<file path="src/rtl/wbe_pkg.sv">
package wbe_pkg;
  localparam int WBE_WORD_W = 32;
  localparam int WBE_BYTE_W = 8;
  localparam int WBE_DEPTH  = 16;
  localparam int WBE_LEN_W  = 16;

  // Flag bit positions inside tx_flags / rx_flags
  localparam int FLG_HALF  = 0;
  localparam int FLG_FULL  = 1;
  localparam int FLG_EMPTY = 2;
  localparam int FLG_AVAIL = 3;
endpackage

</file>
<file path="src/rtl/wbe_fifo.sv">
module wbe_fifo #(
  parameter int WORD_W = 32,
  parameter int DEPTH  = 16
) (
  input  logic                       clk,
  input  logic                       rst,
  input  logic                       wr_req,
  input  logic [WORD_W-1:0]          wr_data,
  input  logic                       rd_req,
  output logic [WORD_W-1:0]          rd_data,
  output logic [$clog2(DEPTH+1)-1:0] level
);
  localparam int AW = $clog2(DEPTH);
  localparam int LW = $clog2(DEPTH+1);

  logic [WORD_W-1:0] mem [DEPTH];
  logic [AW-1:0]     wptr, rptr;
  logic              wr_en, rd_en;

  assign wr_en = wr_req && (level != LW'(DEPTH));
  assign rd_en = rd_req && (level != '0);

  // Storage without reset so it maps to block RAM
  always_ff @(posedge clk) begin
    if (wr_en) mem[wptr] <= wr_data;
  end

  always_ff @(posedge clk) begin
    if (rst) begin
      rd_data <= '0;
    end else if (rd_req) begin
      rd_data <= rd_en ? mem[rptr] : '0;
    end
  end

  always_ff @(posedge clk) begin
    if (rst) begin
      wptr  <= '0;
      rptr  <= '0;
      level <= '0;
    end else begin
      if (wr_en) wptr <= (wptr == AW'(DEPTH-1)) ? '0 : wptr + 1'b1;
      if (rd_en) rptr <= (rptr == AW'(DEPTH-1)) ? '0 : rptr + 1'b1;
      case ({wr_en, rd_en})
        2'b10:   level <= level + 1'b1;
        2'b01:   level <= level - 1'b1;
        default: level <= level;
      endcase
    end
  end

  AST_LEVEL_BOUND: assert property (@(posedge clk) disable iff (rst)
    level <= LW'(DEPTH));
  AST_NO_OVERFLOW: assert property (@(posedge clk) disable iff (rst)
    (level == LW'(DEPTH)) && wr_req && !rd_req |=> level == LW'(DEPTH));
  AST_EMPTY_POP_ZERO: assert property (@(posedge clk) disable iff (rst)
    (level == '0) && rd_req && !wr_req |=> (rd_data == '0) && (level == '0));
endmodule

</file>
<file path="src/rtl/wbe_packer.sv">
module wbe_packer #(
  parameter int WORD_W = 32,
  parameter int BYTE_W = 8
) (
  input  logic              clk,
  input  logic              rst,
  input  logic              flush,
  input  logic              byte_fire,
  input  logic [BYTE_W-1:0] byte_in,
  input  logic              last,
  output logic              push,
  output logic [WORD_W-1:0] push_word
);
  localparam int LANES = WORD_W / BYTE_W;
  localparam int IW    = $clog2(LANES);

  logic [WORD_W-1:0] acc;
  logic [IW-1:0]     idx;

  // Lanes above idx stay zero because acc is cleared on every push
  for (genvar k = 0; k < LANES; k++) begin : g_lane
    assign push_word[k*BYTE_W +: BYTE_W] =
      (idx == IW'(k)) ? byte_in : acc[k*BYTE_W +: BYTE_W];
  end

  assign push = byte_fire && ((idx == IW'(LANES-1)) || last);

  always_ff @(posedge clk) begin
    if (rst || flush) begin
      acc <= '0;
      idx <= '0;
    end else if (push) begin
      acc <= '0;
      idx <= '0;
    end else if (byte_fire) begin
      acc <= push_word;
      idx <= idx + 1'b1;
    end
  end

  AST_PACK_RESTART: assert property (@(posedge clk) disable iff (rst)
    push && !flush |=> (idx == '0) && (acc == '0));
endmodule

</file>
<file path="src/rtl/wbe_unpacker.sv">
module wbe_unpacker #(
  parameter int WORD_W = 32,
  parameter int BYTE_W = 8
) (
  input  logic              clk,
  input  logic              rst,
  input  logic              flush,
  input  logic              active,
  input  logic              fifo_empty,
  input  logic              host_pop,
  input  logic [WORD_W-1:0] fifo_rd_data,
  input  logic              byte_ready,
  input  logic              last,
  output logic              fetch,
  output logic              byte_valid,
  output logic [BYTE_W-1:0] byte_out
);
  localparam int LANES = WORD_W / BYTE_W;
  localparam int IW    = $clog2(LANES);

  logic [WORD_W-1:0] word;
  logic [IW-1:0]     idx;
  logic              have, pend, fire;

  assign fetch      = active && !have && !pend && !fifo_empty && !host_pop && !flush;
  assign byte_valid = have && active && !flush;
  assign byte_out   = word[BYTE_W*idx +: BYTE_W];
  assign fire       = byte_valid && byte_ready;

  always_ff @(posedge clk) begin
    if (rst || flush) begin
      have <= 1'b0;
      pend <= 1'b0;
      idx  <= '0;
      word <= '0;
    end else begin
      pend <= fetch;
      if (pend) begin
        word <= fifo_rd_data;
        have <= 1'b1;
        idx  <= '0;
      end else if (fire) begin
        idx <= idx + 1'b1;
        if ((idx == IW'(LANES-1)) || last) have <= 1'b0;
      end
    end
  end

  AST_TX_HOLD: assert property (@(posedge clk) disable iff (rst)
    byte_valid && !byte_ready && !flush && !$past(flush) |=> $stable(byte_out));
endmodule

</file>
<file path="src/rtl/wbe_engine.sv">
module wbe_engine #(
  parameter int WORD_W = wbe_pkg::WBE_WORD_W,
  parameter int BYTE_W = wbe_pkg::WBE_BYTE_W,
  parameter int DEPTH  = wbe_pkg::WBE_DEPTH,
  parameter int LEN_W  = wbe_pkg::WBE_LEN_W
) (
  input  logic                       clk,
  input  logic                       rst,
  input  logic                       cfg_len_we,
  input  logic [LEN_W-1:0]           cfg_len,
  input  logic                       ctrl_we,
  input  logic                       ctrl_enable,
  input  logic                       ctrl_dir_rx,
  input  logic                       evt_clear,
  input  logic                       host_push,
  input  logic [WORD_W-1:0]          host_push_data,
  input  logic                       host_pop,
  output logic [WORD_W-1:0]          host_pop_data,
  input  logic                       card_rx_valid,
  input  logic [BYTE_W-1:0]          card_rx_data,
  output logic                       card_rx_ready,
  output logic                       card_tx_valid,
  output logic [BYTE_W-1:0]          card_tx_data,
  input  logic                       card_tx_ready,
  output logic                       eng_enable,
  output logic                       eng_dir_rx,
  output logic [LEN_W-1:0]           byte_count,
  output logic [LEN_W-1:0]           word_count,
  output logic [$clog2(DEPTH+1)-1:0] fifo_level,
  output logic [3:0]                 tx_flags,
  output logic [3:0]                 rx_flags,
  output logic                       data_end,
  output logic                       block_end
);
  import wbe_pkg::*;

  localparam int LW    = $clog2(DEPTH+1);
  localparam int LANES = WORD_W / BYTE_W;
  localparam int SHIFT = $clog2(LANES);
  localparam int HALF  = DEPTH / 2;

  logic [LEN_W-1:0]  len_r;
  logic              cnt_nz, last, fifo_full, fifo_empty;
  logic              rx_fire, tx_fire, byte_fire;
  logic              pk_push, up_fetch, up_valid, tx_active;
  logic [WORD_W-1:0] pk_word, fifo_wdata;
  logic [BYTE_W-1:0] up_byte;
  logic [LEN_W:0]    wc_sum;
  logic [3:0]        flg_tx_raw, flg_rx_raw;

  assign cnt_nz     = (byte_count != '0);
  assign last       = (byte_count == LEN_W'(1));
  assign fifo_full  = (fifo_level == LW'(DEPTH));
  assign fifo_empty = (fifo_level == '0);

  assign card_rx_ready = eng_enable && eng_dir_rx && cnt_nz && !fifo_full && !ctrl_we;
  assign rx_fire       = card_rx_valid && card_rx_ready;
  assign tx_active     = eng_enable && !eng_dir_rx && cnt_nz;
  assign card_tx_valid = up_valid && !ctrl_we;
  assign card_tx_data  = up_byte;
  assign tx_fire       = card_tx_valid && card_tx_ready;
  assign byte_fire     = rx_fire || tx_fire;

  // Length and control registers, byte counter, end events
  always_ff @(posedge clk) begin
    if (rst) begin
      len_r      <= '0;
      eng_enable <= 1'b0;
      eng_dir_rx <= 1'b0;
      byte_count <= '0;
      data_end   <= 1'b0;
      block_end  <= 1'b0;
    end else begin
      if (cfg_len_we) len_r <= cfg_len;
      if (ctrl_we) begin
        eng_enable <= ctrl_enable;
        eng_dir_rx <= ctrl_dir_rx;
        if (ctrl_enable) byte_count <= len_r;
      end else begin
        if (byte_fire) byte_count <= byte_count - 1'b1;
        if (eng_enable && !cnt_nz && fifo_empty) eng_enable <= 1'b0;
      end
      if (evt_clear) begin
        data_end  <= 1'b0;
        block_end <= 1'b0;
      end
      if (byte_fire && last && !ctrl_we) begin
        data_end  <= 1'b1;
        block_end <= 1'b1;
      end
    end
  end

  assign fifo_wdata = pk_push ? pk_word : host_push_data;

  wbe_fifo #(.WORD_W(WORD_W), .DEPTH(DEPTH)) u_fifo (
    .clk     (clk),
    .rst     (rst),
    .wr_req  (pk_push || host_push),
    .wr_data (fifo_wdata),
    .rd_req  (up_fetch || host_pop),
    .rd_data (host_pop_data),
    .level   (fifo_level)
  );

  wbe_packer #(.WORD_W(WORD_W), .BYTE_W(BYTE_W)) u_pack (
    .clk       (clk),
    .rst       (rst),
    .flush     (ctrl_we),
    .byte_fire (rx_fire),
    .byte_in   (card_rx_data),
    .last      (last),
    .push      (pk_push),
    .push_word (pk_word)
  );

  wbe_unpacker #(.WORD_W(WORD_W), .BYTE_W(BYTE_W)) u_unpack (
    .clk          (clk),
    .rst          (rst),
    .flush        (ctrl_we),
    .active       (tx_active),
    .fifo_empty   (fifo_empty),
    .host_pop     (host_pop),
    .fifo_rd_data (host_pop_data),
    .byte_ready   (card_tx_ready),
    .last         (last),
    .fetch        (up_fetch),
    .byte_valid   (up_valid),
    .byte_out     (up_byte)
  );

  // Rounded-up word count
  assign wc_sum     = {1'b0, byte_count} + (LEN_W+1)'(LANES-1);
  assign word_count = LEN_W'(wc_sum >> SHIFT);

  // Direction-filtered FIFO flags
  always_comb begin
    flg_tx_raw            = '0;
    flg_rx_raw            = '0;
    flg_tx_raw[FLG_AVAIL] = !fifo_empty;
    flg_tx_raw[FLG_EMPTY] = fifo_empty;
    flg_tx_raw[FLG_FULL]  = fifo_full;
    flg_tx_raw[FLG_HALF]  = (fifo_level <= LW'(HALF));
    flg_rx_raw[FLG_AVAIL] = !fifo_empty;
    flg_rx_raw[FLG_EMPTY] = fifo_empty;
    flg_rx_raw[FLG_FULL]  = fifo_full;
    flg_rx_raw[FLG_HALF]  = (fifo_level >= LW'(HALF));
    tx_flags = eng_dir_rx ? 4'b0000 : flg_tx_raw;
    rx_flags = eng_dir_rx ? flg_rx_raw : 4'b0000;
  end

  AST_CNT_STEP: assert property (@(posedge clk) disable iff (rst)
    byte_fire && !ctrl_we |=> byte_count == $past(byte_count) - 1'b1);
  AST_ONE_SIDE: assert property (@(posedge clk) disable iff (rst)
    !(rx_fire && tx_fire));
  AST_END_AT_ZERO: assert property (@(posedge clk) disable iff (rst)
    $rose(data_end) |-> (byte_count == '0) && block_end);
  AST_SELF_CLEAR: assert property (@(posedge clk) disable iff (rst)
    $fell(eng_enable) && !$past(ctrl_we) |-> ($past(byte_count) == '0) && ($past(fifo_level) == '0));
  AST_LOAD_LEN: assert property (@(posedge clk) disable iff (rst)
    ctrl_we && ctrl_enable |=> byte_count == $past(len_r));
endmodule

</file>
<file path="config.mk">
export PLATFORM = sky130hd
export DESIGN_NAME = wbe_engine
export DESIGN_NICKNAME = d
export VERILOG_FILES = /design/src/rtl/wbe_pkg.sv /design/src/rtl/wbe_fifo.sv /design/src/rtl/wbe_packer.sv /design/src/rtl/wbe_unpacker.sv /design/src/rtl/wbe_engine.sv
export SDC_FILE = /design/constraint.sdc
export NUM_CORES = 1
export LEC_CHECK = 0
export ABC_CLOCK_PERIOD_IN_PS = 6300
export BUFFER_PORTS_ARGS = -buffer_cell sky130_fd_sc_hd__buf_2
export CAP_MARGIN = 25
export CORE_UTILIZATION = 52
export DETAILED_ROUTE_END_ITERATION = 12
export PLACE_DENSITY = 0.7
export SLEW_MARGIN = 20
export SYNTH_ARGS = -nofsm -noshare
export SYNTH_HDL_FRONTEND = slang
export SYNTH_HIERARCHICAL = 1
export SYNTH_SLANG_ARGS = --single-unit
</file>
<file path="constraint.sdc">
create_clock -name clk -period 6.3 [get_ports clk]
set_input_delay 0.63 -clock clk [delete_from_list [all_inputs] [get_ports clk]]
set_output_delay 0.63 -clock clk [all_outputs]
set_load 0.01 [all_outputs]
</file>
Word level (Yosys, flattened, before mapping):

Memory sizes are Yosys's and may differ from the RTL's. A register that Yosys moved wholly into a read port is not among the register bits.
Index checks and enable logic that the tools add are counted.

* register bits: 150
* bits in writable memories: 512
* memories: 1

* add/subtract/negate cells: 8
* $lt $le $gt $ge: 2
* equality and inequality tests: 12
* shift-type cells: 1
* muxes and demuxes: 25
* reductions and logical operators: 52

Memory list
* u_fifo.mem: depth 16, bits a word 32, rd ports 1, clocked after memory_dff 1, wr ports 1, RTL line wbe_fifo.sv:16 `logic [WORD_W-1:0] mem [DEPTH];`

Operator list (count)
* 2-to-1 mux 32 bit: 2
* 2-to-1 mux 16 bit: 3
* 2-to-1 mux 8 bit: 4
* variable part select 32 x 6 -> 8 bit: 1
* logical AND 1 bit: 24
* 2-to-1 mux 4 bit: 6
* adder 16 x 2 -> 17 bit (second input constant): 1
* == test 16 x 1 -> 1 bit (second input constant): 1
* nonzero test 16 bit: 1
* subtractor 16 x 1 -> 16 bit (second input constant): 1
* nonzero test 2 bit: 6
* case mux 5 bit (2 select lines): 1
* 2-to-1 mux 1 bit: 9
* adder 4 x 1 -> 4 bit (second input constant): 2
* == test 2 bit (second input constant): 4
* == test 4 bit (second input constant): 2
* zero test 1 bit: 8
* logical OR 1 bit: 6
* adder 5 x 1 -> 5 bit (second input constant): 1
* == test 5 bit (second input constant): 1
* >= comparator 5 x 4 -> 1 bit (second input constant): 1
* less-or-equal comparator 5 x 4 -> 1 bit (second input constant): 1
* zero test 5 bit: 1
* inequality test 5 bit (second input constant): 1
* other kinds (8): 12

Depth between registers and ports, before layout:

Gate-level depths: netlist (run 1).

* word-level depth: 12
* depth in mapped cells: 23
* gate-level depth less buffers: 18

Cells and area by module:

Netlist (run 1), hierarchy kept.

By module, submodules not included
* wbe_fifo: instances 1, cells an instance 968, area each 21301.7 um^2, sequential area each 16355.7 um^2
* wbe_engine: instances 1, cells an instance 332, area each 2642.5 um^2, sequential area each 700.7 um^2
* wbe_packer: instances 1, cells an instance 179, area each 2019.4 um^2, sequential area each 680.7 um^2
* wbe_unpacker: instances 1, cells an instance 136, area each 1587.8 um^2, sequential area each 720.7 um^2

Least setup slack after synthesis (run 1):

Ideal clock, no wire load.

* path type: input port to flip-flop
* start point: in ctrl_we
* end point: mem u_fifo.mem[0][0] (enable)
* arrival: 5.370 ns
* data required time: 5.839 ns
* setup slack: 0.469 ns
* stages: 15
* path through: clkbuf_1 -> nand2b_1 -> a211oi_2 -> nand2_1 -> inv_1 -> buf_2 -> o21a_1 -> buf_6 -> buf_6 -> clkbuf_1 -> clkbuf_1 -> or2_2 -> o21a_1 -> nand2_1 -> nor3_1

* word-level cells in the longest chain between the ends: 8

Ends and longest elaborated chain
* start, declared: RTL line wbe_engine.sv:11 `input logic ctrl_we,`
* zero test 1 bit: RTL line wbe_engine.sv:56 `assign card_rx_ready = eng_enable && eng_dir_rx && cnt_nz && !fifo_full && !ctrl_we;`
* logical AND 1 bit: RTL line wbe_engine.sv:56
* logical AND 1 bit: RTL line wbe_engine.sv:57 `assign rx_fire = card_rx_valid && card_rx_ready;`
* named net rx_fire: RTL line wbe_engine.sv:44 `logic rx_fire, tx_fire, byte_fire;`
* logical AND 1 bit: RTL line wbe_packer.sv:26 `assign push = byte_fire && ((idx == IW'(LANES-1)) || last);`
* named net pk_push: RTL line wbe_engine.sv:45 `logic pk_push, up_fetch, up_valid, tx_active;`
* logical OR 1 bit: RTL line wbe_engine.sv:99 `.wr_req (pk_push || host_push),`
* logical AND 1 bit: RTL line wbe_fifo.sv:20 `assign wr_en = wr_req && (level != LW'(DEPTH));`
* 2-to-1 mux 1 bit: RTL line wbe_fifo.sv:25 `if (wr_en) mem[wptr] <= wr_data;`
* 2-to-1 mux 1 bit (not written as such): RTL line wbe_fifo.sv:25
* end, declared: RTL line wbe_fifo.sv:16

The timed path passes the listed nets, and every way through them passes these cells.

Worst setup path in the final report (run 1):

* start point: reg byte_count[6]
* end point: reg u_fifo.level[4]

* elaborated cells between the ends (all ways): 22
* those cells by class: eq/ne: 3; mux: 1; reduce/logical: 18

RTL lines
* start, declared: RTL line wbe_engine.sv:27 `output logic [LEN_W-1:0] byte_count,`
* start signal, assigned: RTL line wbe_engine.sv:78 `if (ctrl_enable) byte_count <= len_r;`
* start signal, assigned: RTL line wbe_engine.sv:80 `if (byte_fire) byte_count <= byte_count - 1'b1;`
* == test 16 x 1 -> 1 bit *: RTL line wbe_engine.sv:52 `assign last = (byte_count == LEN_W'(1));`
* named net last: RTL line wbe_engine.sv:43 `logic cnt_nz, last, fifo_full, fifo_empty;`
* logical OR 1 bit *: RTL line wbe_packer.sv:26
* logical AND 1 bit *: RTL line wbe_packer.sv:26
* named net pk_push: RTL line wbe_engine.sv:45
* logical OR 1 bit *: RTL line wbe_engine.sv:99
* logical AND 1 bit *: RTL line wbe_fifo.sv:20
* == test 2 x 1 -> 1 bit or == test 2 bit (tied branches): RTL line wbe_fifo.sv:44 `case ({wr_en, rd_en})`
* case mux 5 bit (2 select lines) or nonzero test 2 bit (tied branches)
* end signal, assigned: RTL line wbe_fifo.sv:45 `2'b10: level <= level + 1'b1;`
* end signal, assigned: RTL line wbe_fifo.sv:46 `2'b01: level <= level - 1'b1;`
* end signal, assigned: RTL line wbe_fifo.sv:47 `default: level <= level;`
* end, declared: RTL line wbe_fifo.sv:11 `output logic [$clog2(DEPTH+1)-1:0] level`

The timed path passes the listed nets; every way through them passes the cells marked *.
A chain may end at the register's enable or synchronous reset.

==> impl_metrics.tcl, run 1 <==
set metrics [dict create \
    outcome "complete, no violations" \
    seq_area_um2 18500 \
    peakVddDrop_mv 0.291 \
    routed_wl_um 67300 \
    post-place-ws_ns 1.77 \
    root_buffer "clkbuf_16" \
    post-route-period-util_pct 67.8 \
    post_cts_resized 0 \
    multiInputGateArea_um2 8520 \
    post_cts_buffers 0 \
    clk_latency_ns 0.59 \
    reg2reg_depth 15 \
    min_period_ns 4.27 \
    path_class "register to register" \
    htreeDepth 3 \
    crit_required_ns 6.77 \
    final_cell_mix "edfxtp_1, buf_2, dfxtp_1" \
    io_pins 158 \
    ys_types 75 \
    drc_errors 0 \
    grt_max_degree 97 \
    start_util_pct 53.2 \
    mostFrequentLayoutCell "edfxtp_1" \
    critPathCaptureType "register" \
    ys_seq_area_share_pct 67.0 \
    min-delay-start "cfg_len[6]" \
    startpoint "byte_count[6]$_SDFFE_PP0P_" \
    drt_first_pass_iters 5 \
    rows 83 \
    core_area_um2 51800 \
    nNetsFinal 1848 \
    ys_ff_latch 666 \
    final_hold_viol_count 0 \
    grt_pass1_vias 15493 \
    worstMarginPinSlew_ns 0.889 \
    slew_headroom_pct 40.7 \
    syn-cell-area_um2 27600 \
    fin_skew_ns 0.0169 \
    worst-path-max-fanout 24 \
    drt_iter0_drc 1467 \
    globalplace.congestion 0.857 \
    via_per_inst 6.14 \
    synth_ff_type "edfxtp_1" \
    postCtsHoldBufs 0 \
    start_kind "register" \
    die_h_um 232 \
    hp-class "primary input to register" \
    arrival_ns 4.74 \
    dpl.hpwl_um 41900 \
    maxSlewViolCount 0 \
    fmax_mhz 234 \
    antenna_found_initial 0 \
    rsz0062_at_grt "no" \
    tns_ns 0 \
    n_antenna_cell 0 \
    grt.total_usage_pct 25.6 \
    die_x_um 232 \
    ff2ff_setup_slack_ns 2.03 \
    reg2reg_from "byte_count[6]$_SDFFE_PP0P_" \
    synth_enable_flop_cells 512 \
    area_delta_synth_final_pct 13.8 \
    clk_pin_slew_ns 0.06 \
    cts_sinks 666 \
    power_density_nw_per_um2 344 \
    ys_async_sr_fraction_pct 0 \
    ys.warnings.count 6 \
    max-cap-violations 0 \
    rr_endpoint "u_fifo/level[4]$_SDFFE_PP0P_" \
    netlist_instances 1615 \
    portBuffers 156 \
    fp.dieArea_um2 53900 \
    syn-num-nets 1698 \
    drive_gt1_share_pct 34.5 \
    cts_tree "yes" \
    setup_viol 0 \
    ant_nets 0 \
    p_leak_nw 10.4 \
    fin_ws_ns 2.03 \
    grt_pass1_wl_um 99600 \
    worstSetupEndpoint "u_fifo/level[4]$_SDFFE_PP0P_" \
    wl_per_cell_um 26.9 \
    dr_total_vias 15370 \
    nFillCells 3755 \
    grt_overflow 0 \
    avgSynthCellArea_um2 17.1 \
    numCtsBuffers 70 \
    clockBufferDepth 3 \
]
==> final cells by class <==
type	instances	share of cell area [%]
clock buffer	99	6.40
sequential	666	58.9
tap	680	2.71
inverter	16	0.192
multi-input combinational	819	27.2
clock inverter	30	0.786
timing repair buffer	192	3.85
==> worst min-delay path by stage <==
| stage | to | slack [ns] | depth (start not counted) |
|---|---|---|---|
| 3_3_place_gp | u_unpack/word[22]$_SDFFE_PP0P_ | 0.47 | 2 |
| 5_1_grt | len_r[5]$_SDFFE_PP0P_ | 0.27 | 3 |
| 4_1_cts | len_r[6]$_SDFFE_PP0P_ | 0.26 | 3 |
| 2_1_floorplan | byte_count[10]$_SDFFE_PP0P_ | 0.45 | 2 |
| 3_5_place_dp | u_pack/acc[24]$_SDFFE_PP0P_ | 0.48 | 1 |
| 6_report | len_r[6]$_SDFFE_PP0P_ | 0.29 | 3 |
==> kinds of logic (layout without fill, tap and decap cells) <==
group                      after synthesis  in the layout  share of synthesized area, %
adders and majority gates               16             16                         0.727
DFF                                    666            666                          67.0
other                                    1              1                        0.0136
and+or+nand+nor                        291            291                          5.45
buffers and inverters                  130            337                          2.56
muxes                                  323            323                          18.4
AOI/OAI and AO/OA                      167            167                          5.23
xor gates and xnor gates                21             21                         0.668
==> power breakdown <==
part / total [mW] / switching, mW / internal [mW]
sequential: 5.15 / 0.245 / 4.90
combinational: 1.64 / 0.858 / 0.784
clock: 4.00 / 1.65 / 2.35
==> through the flow <==
step	power, mW	util (%)	instance area, um2	hold slack (ns)	instances
final	10.8	60.5	31400	0.288	2502
after global routing	11.2	60.5	31400	0.271	2502
after global placement	6.86	55.8	28900	0.467	2364
after CTS	10.9	60.5	31300	0.262	2501
after detailed placement	6.89	56.1	29100	0.480	2372
after floorplan	6.35	-	27600	0.446	1615
==> critical path, stage by stage, from the launching register on <==
cell     delay (ns)
dfxtp_1        0.44
nor4_2         0.55
nand2_1        0.23
nor2_1         0.17
and2_1         0.18
o21a_4         0.40
or2_2          0.22
o21a_1         0.29
inv_2          0.10
ha_1           0.32
xor2_1         0.18
ha_1           0.19
a21oi_1        0.24
a32oi_1        0.15
a31oi_1        0.16
mux2_2         0.34
==> Yosys cell counts, drive strengths merged, types with 5 or more instances <==
cell / n / share of area [%]
a31oi: 14 / 0.32
dfxtp: 154 / 11
ha: 16 / 0.73
and3: 6 / 0.14
a21bo: 24 / 0.87
nand3: 29 / 0.54
a211oi: 28 / 1.1
nand4: 5 / 0.11
or2: 6 / 0.14
nor4: 8 / 0.26
or4: 8 / 0.25
mux2i: 86 / 3.1
nor3b: 13 / 0.56
edfxtp: 512 / 56
a221o: 32 / 1.2
o211ai: 5 / 0.20
buf: 70 / 1.7
xnor2: 9 / 0.29
nor2b: 5 / 0.11
nor2: 134 / 1.8
or3: 5 / 0.11
inv: 16 / 0.22
nand2b: 6 / 0.14
nand3b: 5 / 0.14
nand2: 38 / 0.52
xor2: 12 / 0.38
o21ai: 18 / 0.37
nor3: 12 / 0.27
mux4: 136 / 11
mux2: 101 / 4.1
clkbuf: 44 / 0.60
a21oi: 19 / 0.35
==> per-layer routing <==
metal  routed length, um  track usage (%)
met1               27200             33.3
met2               34100             42.9
met3                4260             5.27
met4                1870             8.10
met5                   0                0
==> registers in the layout (all words and copies together) (netlist names), named ones only <==
name / cells
u_unpack/word: 32
u_pack/acc: 32
len_r: 16
eng_enable: 1
u_fifo/level: 5
eng_dir_rx: 1
u_fifo/rptr: 4
u_fifo/mem: 512
block_end: 1
u_unpack/pend: 1
u_fifo/wptr: 4
byte_count: 16
u_unpack/have: 1
u_fifo/rd_data: 32
u_unpack/idx: 2
u_pack/idx: 2
(Power assumes the default switching activity.)
==> run 2: changes to the inputs <==
Settings changed: ABC_CLOCK_PERIOD_IN_PS 6300 to 4000.
Clock period 6.3 ns to 4 ns, I/O delays scaled along.
==> run 2 against run 1 <==
Against the previous run: critical path depth is 3 higher; register-to-register slack lost 1.8 ns; highest routed layer unchanged; flip-flop and latch count is the same; critical endpoint unchanged; via count grew 0.76%; sequential power is 59% higher; clock-buffer cell count shrank 11; maximum frequency grew 14%; clock power grew 64%; setup slack got worse by 1.8 ns; largest power group unchanged; die area is the same; clock skew up 0.0079 ns.
==> impl_metrics.tcl, run 2 (synthesis results as in run 1) <==
set metrics [dict create \
    arrival_ns 4.25 \
    grt_overflow 0 \
    ant_nets 0 \
    start_kind "register" \
    fmax_mhz 266 \
    power_density_nw_per_um2 548 \
    worstMarginPinSlew_ns 1.04 \
    p_leak_nw 10.6 \
    peakVddDrop_mv 0.437 \
    final_hold_viol_count 0 \
    final_cell_mix "edfxtp_1, buf_2, dfxtp_1" \
    slew_headroom_pct 30.6 \
    instances_no_fill 2519 \
    post-route-period-util_pct 94.0 \
    fin_skew_ns 0.0248 \
    clk_latency_ns 0.62 \
    drive_gt1_share_pct 35.7 \
    drc_errors 0 \
    critPathCaptureType "register" \
    rows 83 \
    area_delta_synth_final_pct 14.8 \
    fp.dieArea_um2 53900 \
    globalplace.congestion 0.891 \
    clk_pin_slew_ns 0.06 \
    placed_cells 2390 \
    seq_area_um2 18500 \
    min_period_ns 3.76 \
    routed_wl_um 69100 \
    die_h_um 232 \
    grt.total_usage_pct 26.1 \
    grt_max_degree 75 \
    hp-class "primary input to register" \
    dr_total_vias 15487 \
    rsz0062_at_grt "no" \
    setup_viol 0 \
    worst-path-max-fanout 8 \
    numCtsBuffers 69 \
    multiInputGateArea_um2 8590 \
    fin_ws_ns 0.241 \
    post-place-ws_ns 0.220 \
    grt_pass1_wl_um 101000 \
    root_buffer "clkbuf_16" \
    mostFrequentLayoutCell "edfxtp_1" \
    maxSlewViolCount 0 \
    fin_util_pct 61.0 \
    path_class "register to register" \
    grt_pass1_vias 15383 \
    crit_required_ns 4.49 \
    tns_ns 0 \
    fin_area_um2 31600 \
    clockBufferDepth 3 \
    nFillCells 3768 \
    die_x_um 232 \
    cts_tree "yes" \
    htreeDepth 3 \
    cts_sinks 666 \
    nNetsFinal 1866 \
    wl_per_cell_um 27.4 \
    top_register "u_fifo/mem" \
    postCtsHoldBufs 0 \
    start_util_pct 53.2 \
    dpl_cell_area_um2 29300 \
    largest_register_ffs 512 \
    portBuffers 156 \
    total_power_mw 17.3 \
    dpl.hpwl_um 42000 \
    max-cap-violations 0 \
    n_antenna_cell 0 \
    antenna_found_initial 2 \
    drt_first_pass_iters 5 \
    io_pins 158 \
    core_area_um2 51800 \
    drt_iter0_drc 1641 \
    outcome "complete, no violations" \
    via_per_inst 6.15 \
    whs_ns 0.0375 \
]
[run 2: cell count changes in the layout (fill, tap and decap cells not counted), moves of 4 or more]
cell,change
clkbuf_1,-8
buf_12,+7
buf_16,-6
buf_4,+18
clkinv_1,+5
clkbuf_16,-4
nor3_4,+4
nor3_2,-4
bufinv_16,+5
[run 2: cell type report]
type	count	area share (%)
Clock buffer	88	5.97
Clock inverter	39	1.44
Inverter	16	0.190
Multi-Input combinational cell	819	27.1
Sequential cell	666	58.4
Tap cell	680	2.69
Timing Repair Buffer	211	4.17
[run 2: timing repair]
action                     4_1_cts  5_1_grt
hold endpoints to repair         0        0
setup buffers                    0        2
setup endpoints to repair        0        1
resized for setup                0        1
[run 2: power by group]
| group | internal, mW | switching [mW] |
|---|---|---|
| clock network | 3.89 | 2.69 |
| logic | 1.30 | 1.28 |
| registers | 7.72 | 0.459 |
[run 2: final timing paths]
check                               from                      endpoint  slack (ns)  cells after the start
max           byte_count[0]$_SDFFE_PP0P_  u_fifo/level[4]$_SDFFE_PP0P_        0.24                     18
min                           cfg_len[9]         len_r[9]$_SDFFE_PP0P_        0.04                      3
max reg2reg   byte_count[0]$_SDFFE_PP0P_  u_fifo/level[4]$_SDFFE_PP0P_        0.24                     18
min reg2reg  u_pack/acc[30]$_SDFFE_PP0P_   u_pack/acc[30]$_SDFFE_PP0P_        0.49                      1
[run 2: critical path, cell delays in order (launching register included)]
cell and delay [ns]:
dfxtp_2 0.35, inv_1 0.14, ha_1 0.20, nor3b_1 0.19
nand4_1 0.20, nand2_1 0.15, nor2_1 0.06, nand2b_1 0.15
nor2_1 0.07, or2_2 0.38, o21ai_4 0.14, inv_1 0.10
ha_1 0.31, xor2_1 0.19, ha_2 0.19, a21oi_2 0.17
a32oi_1 0.13, a31oi_1 0.18, mux2_2 0.35
[run 2: per-layer routing]
| metal | part of all wire (%) | up-vias | global-route usage (%) |
|---|---|---|---|
| met4 | 4.1 | 0 | 10.8 |
| li1 | - | 6721 | - |
| met1 | 41 | 7971 | 35.5 |
| met5 | 0 | - | 0 |
| met2 | 48 | 644 | 41.5 |
| met3 | 7.2 | 151 | 4.83 |
==> run 3: changes to the inputs <==
Settings changed: REMOVE_ABC_BUFFERS set to 1.
==> run 3 against run 2 <==
Against the previous run: combinational power is essentially flat; clock skew is 0.0087 ns higher; first-iteration DRC count decreased by 4.5%; cell count grew 0.32%; largest power group unchanged.
==> impl_metrics.tcl, run 3 (synthesis results as in run 1) <==
set metrics [dict create \
    path_delay_family "simple AND/OR/NAND/NOR gates" \
    min_period_ns 3.77 \
    portBuffers 156 \
    die_x_um 232 \
    top_layer "met5" \
    reg2reg_from "byte_count[0]$_SDFFE_PP0P_" \
    worstMarginPinSlew_ns 1.01 \
    critPathCaptureType "register" \
    final_hold_viol_count 0 \
    area_delta_synth_final_pct 14.7 \
    drt_iter0_drc 1567 \
    numCtsBuffers 70 \
    critPathSlowestCell "dfxtp_1" \
    power_density_nw_per_um2 541 \
    root_buffer "clkbuf_16" \
    grt_max_degree 58 \
    fin_util_pct 61.0 \
    fin_skew_ns 0.0334 \
    mostFrequentLayoutCell "edfxtp_1" \
    crit_chain "inv_1 -> ha_1 -> nor3b_1 -> nand4_1 -> nand2_1 -> inv_2 -> o21a_4 -> or2_2 -> o21a_1 -> inv_2 -> ha_2 -> xor2_1 -> ha_1 -> a21oi_2 -> nand4b_1 -> a31oi_1 -> mux2_2" \
    grt_pass1_vias 15366 \
    fp.dieArea_um2 53900 \
    whs_ns 0.0444 \
    routed_wl_um 68300 \
    die_h_um 232 \
    clk_latency_ns 0.62 \
    top_register "u_fifo/mem" \
    wl_per_cell_um 27.0 \
    ant_nets 0 \
    grt.total_usage_pct 25.7 \
    max-cap-violations 0 \
    min-delay-start "cfg_len[5]" \
    clockBufferDepth 3 \
    nNetsFinal 1872 \
    drc_errors 0 \
    slew_headroom_pct 32.8 \
    dr_wl_met2_um 33500 \
    postCtsHoldBufs 0 \
    core_area_um2 51800 \
    p_leak_nw 10.6 \
    antenna_found_initial 3 \
    arrival_ns 4.25 \
    dr_total_vias 15621 \
    nFillCells 3743 \
    start_kind "register" \
    globalplace.congestion 0.897 \
    grt_overflow 0 \
    cts_tree "yes" \
    grt_pass1_wl_um 100000 \
    maxSlewViolCount 0 \
    rsz0062_at_grt "no" \
    htreeDepth 3 \
    via_per_inst 6.18 \
    wl_met1_um 28400 \
    fmax_mhz 265 \
    clk_pin_slew_ns 0.06 \
    final_cell_mix "edfxtp_1, buf_2, dfxtp_1" \
    cpPeakStageDelay_ns 0.37 \
    peakVddDrop_mv 0.395 \
    route.met3.wl_um 4590 \
    startpoint "byte_count[0]$_SDFFE_PP0P_" \
    post-route-period-util_pct 94.2 \
    path_buf_inv 3 \
    rows 83 \
    start_util_pct 53.2 \
    io_pins 158 \
    cts_sinks 666 \
    drive_gt1_share_pct 35.2 \
    worst-path-max-fanout 8 \
    path_class "register to register" \
    setup_viol 0 \
    crit_required_ns 4.48 \
    drt_first_pass_iters 5 \
    dpl.hpwl_um 39200 \
    hp-class "primary input to register" \
    outcome "complete, no violations" \
    largest_register_ffs 512 \
]
-- run 3: worst register-to-register path, delay by kind of cell, from the launching register on --
family	cells	cell delay [ns]
AND/OR/NAND/NOR	5	1.16
adder cells (fa/ha/maj)	3	0.66
XOR/XNOR	1	0.18
multiplexers	1	0.35
buffers and inverters	3	0.33
AO/OA/AOI/OAI	4	0.60
flip-flops	1	0.37
-- run 3: repair_timing --
action                                  CTS  global route
resized for setup                         0             4
endpoints found under the setup margin    0             2
buffers inserted                          0             0
-- run 3: area by class of cell --
cell class / instances / area [um2] / share of cell area [%]
Sequential cell: 666 / 18500 / 58.4
Multi-Input combinational cell: 819 / 8540 / 27.0
Clock buffer: 95 / 1920 / 6.07
Timing Repair Buffer: 216 / 1430 / 4.54
Tap cell: 680 / 851 / 2.69
Clock inverter: 34 / 337 / 1.06
Inverter: 16 / 60.1 / 0.190
Antenna cell: 1 / 2.50 / 0.00792
-- run 3: worst paths after layout --
kind	endpoint	slack, ns	depth (start not counted)
hold / removal	len_r[5]$_SDFFE_PP0P_	0.04	3
hold reg to reg	byte_count[5]$_SDFFE_PP0P_	0.49	2
setup reg to reg	u_fifo/level[4]$_SDFFE_PP0P_	0.23	17
setup / recovery	u_fifo/level[4]$_SDFFE_PP0P_	0.23	17
-- run 3: routing by layer --
layer	global-route usage, %	vias up
met1	35.9	8131
met2	41.8	607
met5	0	-
met3	4.19	132
li1	-	6747
met4	7.36	4
-- run 3: through the flow --
step | TNS [ns] | instance area (um2) | setup slack, ns | std cells | total power, mW
2_1_floorplan | -1709.21 | 26900 | -3.27 | 1501 | 10.0
3_3_place_gp | 0 | 29300 | 0.194 | 2394 | 10.8
3_5_place_dp | 0 | 29300 | 0.119 | 2396 | 10.9
4_1_cts | 0 | 31600 | 0.0663 | 2525 | 17.2
5_1_grt | 0 | 31600 | 0.0215 | 2526 | 17.7
6_report | 0 | 31600 | 0.231 | 2527 | 17.1
-- run 3: power breakdown --
part           leakage (nW)  switching, mW  internal (mW)  total [mW]
logic                  3.59           1.28           1.31        2.59
registers              5.88          0.381           7.72        8.10
clock network          1.09           2.63           3.76        6.39
